## config.mk

```make
export PLATFORM = sky130hd
export DESIGN_NAME = sfc_top
export DESIGN_NICKNAME = d
export VERILOG_FILES = /design/src/rtl/sfc_pkg.sv /design/src/rtl/sfc_level_cmp.sv /design/src/rtl/sfc_tok_gen.sv /design/src/rtl/sfc_rx_match.sv /design/src/rtl/sfc_top.sv
export SDC_FILE = /design/constraint.sdc
export NUM_CORES = 1
export LEC_CHECK = 0
export BUFFER_PORTS_ARGS = -buffer_cell sky130_fd_sc_hd__buf_4
export CORE_ASPECT_RATIO = 0.8
export CORE_MARGIN = 8
export CORE_UTILIZATION = 53
export CTS_BUF_LIST = sky130_fd_sc_hd__clkbuf_8
export DETAILED_ROUTE_END_ITERATION = 12
export GPL_TIMING_DRIVEN = 0
export PLACE_DENSITY = 0.81
export SLEW_MARGIN = 25
export SYNTH_ARGS = -nofsm -noshare
export SYNTH_HDL_FRONTEND = slang
export SYNTH_HIERARCHICAL = 1
export SYNTH_SLANG_ARGS = --single-unit
```

## constraint.sdc

```tcl
create_clock -name clk -period 2.9 [get_ports clk]
set_input_delay 0 -clock clk [delete_from_list [all_inputs] [get_ports clk]]
set_output_delay 0 -clock clk [all_outputs]
set_load 0.03 [all_outputs]
```

## src/rtl/sfc_pkg.sv

```systemverilog
package sfc_pkg;
   localparam int unsigned CHAR_W = 8;

   typedef enum logic [1:0] {
      TG_IDLE   = 2'd0,
      TG_FIRST  = 2'd1,
      TG_SECOND = 2'd2
   } tg_state_t;

   typedef enum logic [1:0] {
      PEND_NONE = 2'd0,
      PEND_XON  = 2'd1,
      PEND_XOFF = 2'd2
   } pend_t;

   // Low bits kept for a word length code (0..3 -> 5..8 bits)
   function automatic logic [CHAR_W-1:0] char_mask(input logic [1:0] wl);
      return {CHAR_W{1'b1}} >> (2'd3 - wl);
   endfunction
endpackage

```

## src/rtl/sfc_level_cmp.sv

```systemverilog
module sfc_level_cmp #(
   parameter int unsigned LEVEL_W  = 7,
   parameter int unsigned NIB_W    = 4,
   parameter int unsigned SCALE_SH = 2
) (
   input  logic               clk,
   input  logic               rst_n,
   input  logic [LEVEL_W-1:0] level,
   input  logic [NIB_W-1:0]   stop_nib,
   input  logic [NIB_W-1:0]   resume_nib,
   input  logic [NIB_W-1:0]   irq_nib,
   output logic               stop_en,
   output logic               at_stop,
   output logic               at_resume,
   output logic               irq
);
   localparam int unsigned THR_W = NIB_W + SCALE_SH;

   if (LEVEL_W < THR_W) begin : g_bad_width
      $error("sfc_level_cmp: LEVEL_W too small for scaled thresholds");
   end

   logic [LEVEL_W-1:0] stop_thr, resume_thr, irq_thr;

   assign stop_thr   = LEVEL_W'({stop_nib,   {SCALE_SH{1'b0}}});
   assign resume_thr = LEVEL_W'({resume_nib, {SCALE_SH{1'b0}}});
   assign irq_thr    = LEVEL_W'({irq_nib,    {SCALE_SH{1'b0}}});

   assign stop_en   = (stop_nib != '0);
   assign at_stop   = (level >= stop_thr);
   assign at_resume = (level <= resume_thr);

   always_ff @(posedge clk or negedge rst_n) begin
      if (!rst_n) irq <= 1'b0;
      else        irq <= (irq_nib != '0) && (level >= irq_thr);
   end
endmodule

```

## src/rtl/sfc_tok_gen.sv

```systemverilog
module sfc_tok_gen
   import sfc_pkg::*;
(
   input  logic              clk,
   input  logic              rst_n,
   input  logic              stop_en,
   input  logic              at_stop,
   input  logic              at_resume,
   input  logic              two_char,
   input  logic [CHAR_W-1:0] mask,
   input  logic [CHAR_W-1:0] xon1,
   input  logic [CHAR_W-1:0] xon2,
   input  logic [CHAR_W-1:0] xoff1,
   input  logic [CHAR_W-1:0] xoff2,
   input  logic              tok_ack,
   output logic              tok_req,
   output logic [CHAR_W-1:0] tok_data
);
   tg_state_t state;
   logic      seq_is_stop;
   logic      stop_out;
   logic [CHAR_W-1:0] raw_char;

   always_ff @(posedge clk or negedge rst_n) begin
      if (!rst_n) begin
         state       <= TG_IDLE;
         seq_is_stop <= 1'b0;
         stop_out    <= 1'b0;
      end else begin
         unique case (state)
            TG_IDLE: begin
               if (stop_en && at_stop && !stop_out) begin
                  state       <= TG_FIRST;
                  seq_is_stop <= 1'b1;
                  stop_out    <= 1'b1;
               end else if (stop_out && at_resume) begin
                  state       <= TG_FIRST;
                  seq_is_stop <= 1'b0;
                  stop_out    <= 1'b0;
               end
            end
            TG_FIRST: begin
               if (tok_ack) state <= two_char ? TG_SECOND : TG_IDLE;
            end
            TG_SECOND: begin
               if (tok_ack) state <= TG_IDLE;
            end
            default: state <= TG_IDLE;
         endcase
      end
   end

   always_comb begin
      if (state == TG_SECOND) raw_char = seq_is_stop ? xoff2 : xon2;
      else                    raw_char = seq_is_stop ? xoff1 : xon1;
   end

   assign tok_req  = (state != TG_IDLE);
   assign tok_data = raw_char & mask;
endmodule

```

## src/rtl/sfc_rx_match.sv

```systemverilog
module sfc_rx_match
   import sfc_pkg::*;
#(
   parameter bit TWO_CHAR_EN = 1'b1
) (
   input  logic              clk,
   input  logic              rst_n,
   input  logic              two_char,
   input  logic [CHAR_W-1:0] mask,
   input  logic [CHAR_W-1:0] xon1,
   input  logic [CHAR_W-1:0] xon2,
   input  logic [CHAR_W-1:0] xoff1,
   input  logic [CHAR_W-1:0] xoff2,
   input  logic              rx_valid,
   input  logic [CHAR_W-1:0] rx_data,
   output logic              wr_en,
   output logic [CHAR_W-1:0] wr_data,
   output logic              tx_en
);
   localparam int unsigned N_TOK = 4;

   logic [CHAR_W-1:0] tok_tab [N_TOK];
   logic [N_TOK-1:0]  hit;
   logic              two_eff;

   assign tok_tab[0] = xoff1;
   assign tok_tab[1] = xon1;
   assign tok_tab[2] = xoff2;
   assign tok_tab[3] = xon2;

   for (genvar i = 0; i < N_TOK; i++) begin : g_cmp
      assign hit[i] = ((rx_data & mask) == (tok_tab[i] & mask));
   end

   if (TWO_CHAR_EN) begin : g_two
      assign two_eff = two_char;
   end else begin : g_one
      assign two_eff = 1'b0;
   end

   pend_t             pend;
   logic [CHAR_W-1:0] held;
   logic              replay_vld;
   logic [CHAR_W-1:0] replay;
   logic              second_hit;

   assign second_hit = (pend == PEND_XOFF) ? hit[2] : hit[3];

   always_ff @(posedge clk or negedge rst_n) begin
      if (!rst_n) begin
         wr_en      <= 1'b0;
         wr_data    <= '0;
         tx_en      <= 1'b1;
         pend       <= PEND_NONE;
         held       <= '0;
         replay_vld <= 1'b0;
         replay     <= '0;
      end else begin
         wr_en <= 1'b0;
         if (replay_vld) begin
            wr_en      <= 1'b1;
            wr_data    <= replay;
            replay_vld <= 1'b0;
         end
         if (rx_valid) begin
            if (pend == PEND_NONE || !two_eff) begin
               if (hit[0]) begin
                  if (two_eff) begin
                     pend <= PEND_XOFF;
                     held <= rx_data;
                  end else begin
                     tx_en <= 1'b0;
                  end
               end else if (hit[1]) begin
                  if (two_eff) begin
                     pend <= PEND_XON;
                     held <= rx_data;
                  end else begin
                     tx_en <= 1'b1;
                  end
               end else begin
                  wr_en   <= 1'b1;
                  wr_data <= rx_data;
               end
            end else if (second_hit) begin
               tx_en <= (pend == PEND_XON);
               pend  <= PEND_NONE;
            end else begin
               wr_en   <= 1'b1;
               wr_data <= held;
               if (hit[0]) begin
                  pend <= PEND_XOFF;
                  held <= rx_data;
               end else if (hit[1]) begin
                  pend <= PEND_XON;
                  held <= rx_data;
               end else begin
                  pend       <= PEND_NONE;
                  replay_vld <= 1'b1;
                  replay     <= rx_data;
               end
            end
         end
      end
   end
endmodule

```

## src/rtl/sfc_top.sv

```systemverilog
module sfc_top
   import sfc_pkg::*;
#(
   parameter int unsigned LEVEL_W     = 7,
   parameter int unsigned NIB_W       = 4,
   parameter int unsigned SCALE_SH    = 2,
   parameter bit          TWO_CHAR_EN = 1'b1
) (
   input  logic               clk,
   input  logic               rst_n,
   input  logic [1:0]         cfg_word_len,
   input  logic               cfg_two_char,
   input  logic [7:0]         cfg_xon1,
   input  logic [7:0]         cfg_xon2,
   input  logic [7:0]         cfg_xoff1,
   input  logic [7:0]         cfg_xoff2,
   input  logic [NIB_W-1:0]   cfg_stop_nib,
   input  logic [NIB_W-1:0]   cfg_resume_nib,
   input  logic [NIB_W-1:0]   cfg_irq_nib,
   input  logic [LEVEL_W-1:0] rx_level,
   input  logic               rx_valid,
   input  logic [7:0]         rx_data,
   output logic               rx_wr_en,
   output logic [7:0]         rx_wr_data,
   output logic               tok_req,
   output logic [7:0]         tok_data,
   input  logic               tok_ack,
   output logic               tx_enable,
   output logic               rx_irq
);
   if (CHAR_W != 8) begin : g_bad_char
      $error("sfc_top: character width must be 8");
   end

   logic [CHAR_W-1:0] mask;
   logic stop_en, at_stop, at_resume;

   assign mask = char_mask(cfg_word_len);

   sfc_level_cmp #(
      .LEVEL_W(LEVEL_W), .NIB_W(NIB_W), .SCALE_SH(SCALE_SH)
   ) u_lvl (
      .clk(clk), .rst_n(rst_n), .level(rx_level),
      .stop_nib(cfg_stop_nib), .resume_nib(cfg_resume_nib), .irq_nib(cfg_irq_nib),
      .stop_en(stop_en), .at_stop(at_stop), .at_resume(at_resume), .irq(rx_irq)
   );

   sfc_tok_gen u_tok (
      .clk(clk), .rst_n(rst_n), .stop_en(stop_en), .at_stop(at_stop),
      .at_resume(at_resume), .two_char(cfg_two_char && TWO_CHAR_EN), .mask(mask),
      .xon1(cfg_xon1), .xon2(cfg_xon2), .xoff1(cfg_xoff1), .xoff2(cfg_xoff2),
      .tok_ack(tok_ack), .tok_req(tok_req), .tok_data(tok_data)
   );

   sfc_rx_match #(.TWO_CHAR_EN(TWO_CHAR_EN)) u_rx (
      .clk(clk), .rst_n(rst_n), .two_char(cfg_two_char), .mask(mask),
      .xon1(cfg_xon1), .xon2(cfg_xon2), .xoff1(cfg_xoff1), .xoff2(cfg_xoff2),
      .rx_valid(rx_valid), .rx_data(rx_data),
      .wr_en(rx_wr_en), .wr_data(rx_wr_data), .tx_en(tx_enable)
   );
endmodule

```

==> run metrics <==
post-route ant nets=0; Routed wire per std cell=between 15 and 20 um; Initial Utilization=between 50% and 60%; number of vias per cell=approximately 5.4; period utilization=roughly 93%; most frequent cells in the layout=buf_4, dfrtp_1, conb_1, nand2_1; area of the mapped netlist=2680 sq um; flops & latches, synth=33; most common cell after layout, fill and taps aside=buf_4; CP max stage cell=a2111oi_2; # clock sinks=33; Ys Warns=6; average size of a mapped cell=10.5 sq um; Worst Path Buf+Inv=3; Reg clk slew, reported paths=70 ps; Clock Path Buffers=2; Critical Path End Type=flop; IO buf count=77; # IOs=between 80 and 90; DRC violations left=0; CP peak stage delay=~480 ps; Achievable Freq=370 MHz; Iter 0 DRT Violations=around 120; asr flop ratio synth=100%; DR pass1 iterations=4; largest fanout on the critical path=10; Rows=23; n_diodes=0; Final min period=~2700 ps; global-route wire length before repair=about 12 mm; final worst slack=a little under 200 ps; Die W=approximately 95 um; Unique masters post-synth=56; delay-heaviest family, CP=compound AO/OA/AOI/OAI gates; Final TNS setup=0 ps; Routed WL=approximately 7.4 mm; Max VDD drop=between 0.0005 and 0.0006 V; post-synthesis cell count=255; Top FF cell, synth=dfrtp_1; sequence of cells on the critical path=nor2b_4 -> buf_6 -> mux2i_1 -> mux2i_1 -> a2111oi_2 -> a21o_1 -> buf_6 -> or2_4 -> buf_12 -> mux2_4; Hold Path Class=in2reg; RSZ-0062 raised after global routing=false; CORE AREA=between 4000 and 5000 sq um; Worst setup SP type=flop; largest net degree at the start of global routing=34; sequential share of the synthesized area=between 30% and 40%; Lkg Pwr=about 1.8 nW; Setup WS pre-CTS=between 200 and 250 ps; initial antenna violation count=0; H-tree levels=2; status=complete, no violations; critical path arrival=2870 ps; Post-synth EDFFs=0; Pwr Density=approximately 650 nW/um^2; GRT Total Usage=approximately a fifth; Hold WS=5.11 ps; total die area=roughly 7600 sq um; Crit path required time=roughly 3000 ps; post-route cell area=between 3000 and 4000 sq um; hpwl dp=a little under 6 mm; Final Net Count=roughly 450; clk_lat worst skew=~290 ps; Worst slew margin=54.4%; Final Util=a little under three quarters; root buf cell=clkbuf_8; vias in the first global route=between 2000 and 2500; skew final=8.05 ps; area grow syn2layout=32.7%; Worst-Margin Slew=approximately 700 ps; Setup-failing EPs final=0; layout cells sized above 1=34.3%; critical path type=reg2reg; Vias=2316; CTS tree=built; CTS Buf Count=5; die height=between 70 and 80 um; GP Congestion=slightly below 0.9; grt ovf=0; DP Area=about 3400 sq um; Final Max Slew Viols=0; final hold viol count=0; Max Cap Viol=0
## metrics by stage
stage,instances,total power [mW]
floorplan,279,1.58
global route,429,2.45
detailed placement,418,1.96
finish,429,2.32
global placement,418,1.92
CTS,429,2.33
## final timing paths
path	slack, ps	startpoint	cells past startpoint	to
max	200	u_rx/pend[1]$_DFFE_PN0P_	10	u_rx/replay[7]$_DFFE_PN0P_
min	5	rx_level[6]	3	u_lvl/irq$_DFF_PN0_
max reg2reg	200	u_rx/pend[1]$_DFFE_PN0P_	10	u_rx/replay[7]$_DFFE_PN0P_
min reg2reg	510	u_tok/state[1]$_DFFE_PN0P_	1	u_tok/state[0]$_DFFE_PN0P_
max in group asynchronous	2370	rst_n	2	u_rx/tx_en$_DFFE_PN1P_
min in group asynchronous	180	rst_n	2	u_rx/wr_en$_DFF_PN0_
## state kept, by name, summed over array words and instances (netlist names), 2 cells and up
name          flops
u_rx/held         8
u_rx/wr_data      8
u_rx/replay       8
u_tok/state       2
u_rx/pend         2
## synthesized netlist by cell type (all sizes together) (2+ instances only)
library cell   n  area share [%]
a22oi          8             2.2
nor2           6            0.84
inv           23             3.2
o21ai          6             1.3
a31oi          2            0.47
and2           9             2.2
nor2b          3            0.98
a221oi         2            0.65
nand4          3            0.70
or2            3            0.80
xor2          16             5.2
buf            8             2.9
mux2i         22             8.2
o221ai         8             2.6
a211oi         2            0.75
dfrtp         32              30
clkbuf         7             1.0
a2111oi        3             1.5
ha            12             5.6
mux4           8             7.0
mux2          16             9.0
nand2         23             3.2
a21oi          4            0.75
nand2b         7             1.6
nor4           3            0.70
xnor2          2            0.65
## worst reg2reg max path, cell delays in order (launching register included)
cell,delay (ps)
dfrtp_1,440
nor2b_4,180
buf_6,170
mux2i_1,260
mux2i_1,120
a2111oi_2,480
a21o_1,210
buf_6,150
or2_4,140
buf_12,140
mux2_4,300
## layer usage
layer	GRT usage [%]	share of wire (%)
met5	0	0
met4	6.74	1.8
met3	4.51	7.3
met2	30.9	47
met1	26.5	44
## where the power goes
part,leakage [nW],switching (mW),internal [mW]
Sequential,0.398,0.136,0.658
Clock,0.0433,0.173,0.188
Combinational,1.31,0.575,0.591
## final cells by class
cell class                      count  area, sq um
Buffer                             15          106
Clock buffer                        6         82.6
Clock inverter                      1         7.51
Fill cell                         407         1400
Inverter                           23         86.3
Multi-Input combinational cell    208         1750
Sequential cell                    33          827
Tap cell                           62         77.6
Timing Repair Buffer               81          618
## kinds of logic after synthesis
kind of cell,synth area share [%]
and+or+nand+nor,13.2
DFF,30.9
xor gates and xnor gates,5.89
adders and majority gates,5.61
other,0.140
muxes,24.2
buffers and inverters,7.20
AOI/OAI and AO/OA,12.8
## repair_timing
item / in CTS / in global routing
setup buffers: 0 / 0
setup endpoints to repair: 0 / 0
hold buffers: 4 / 0
gates resized for setup: 0 / 0
endpoints found under the hold margin: 36 / 0
No activity file was read; power rests on OpenSTA's default activity.
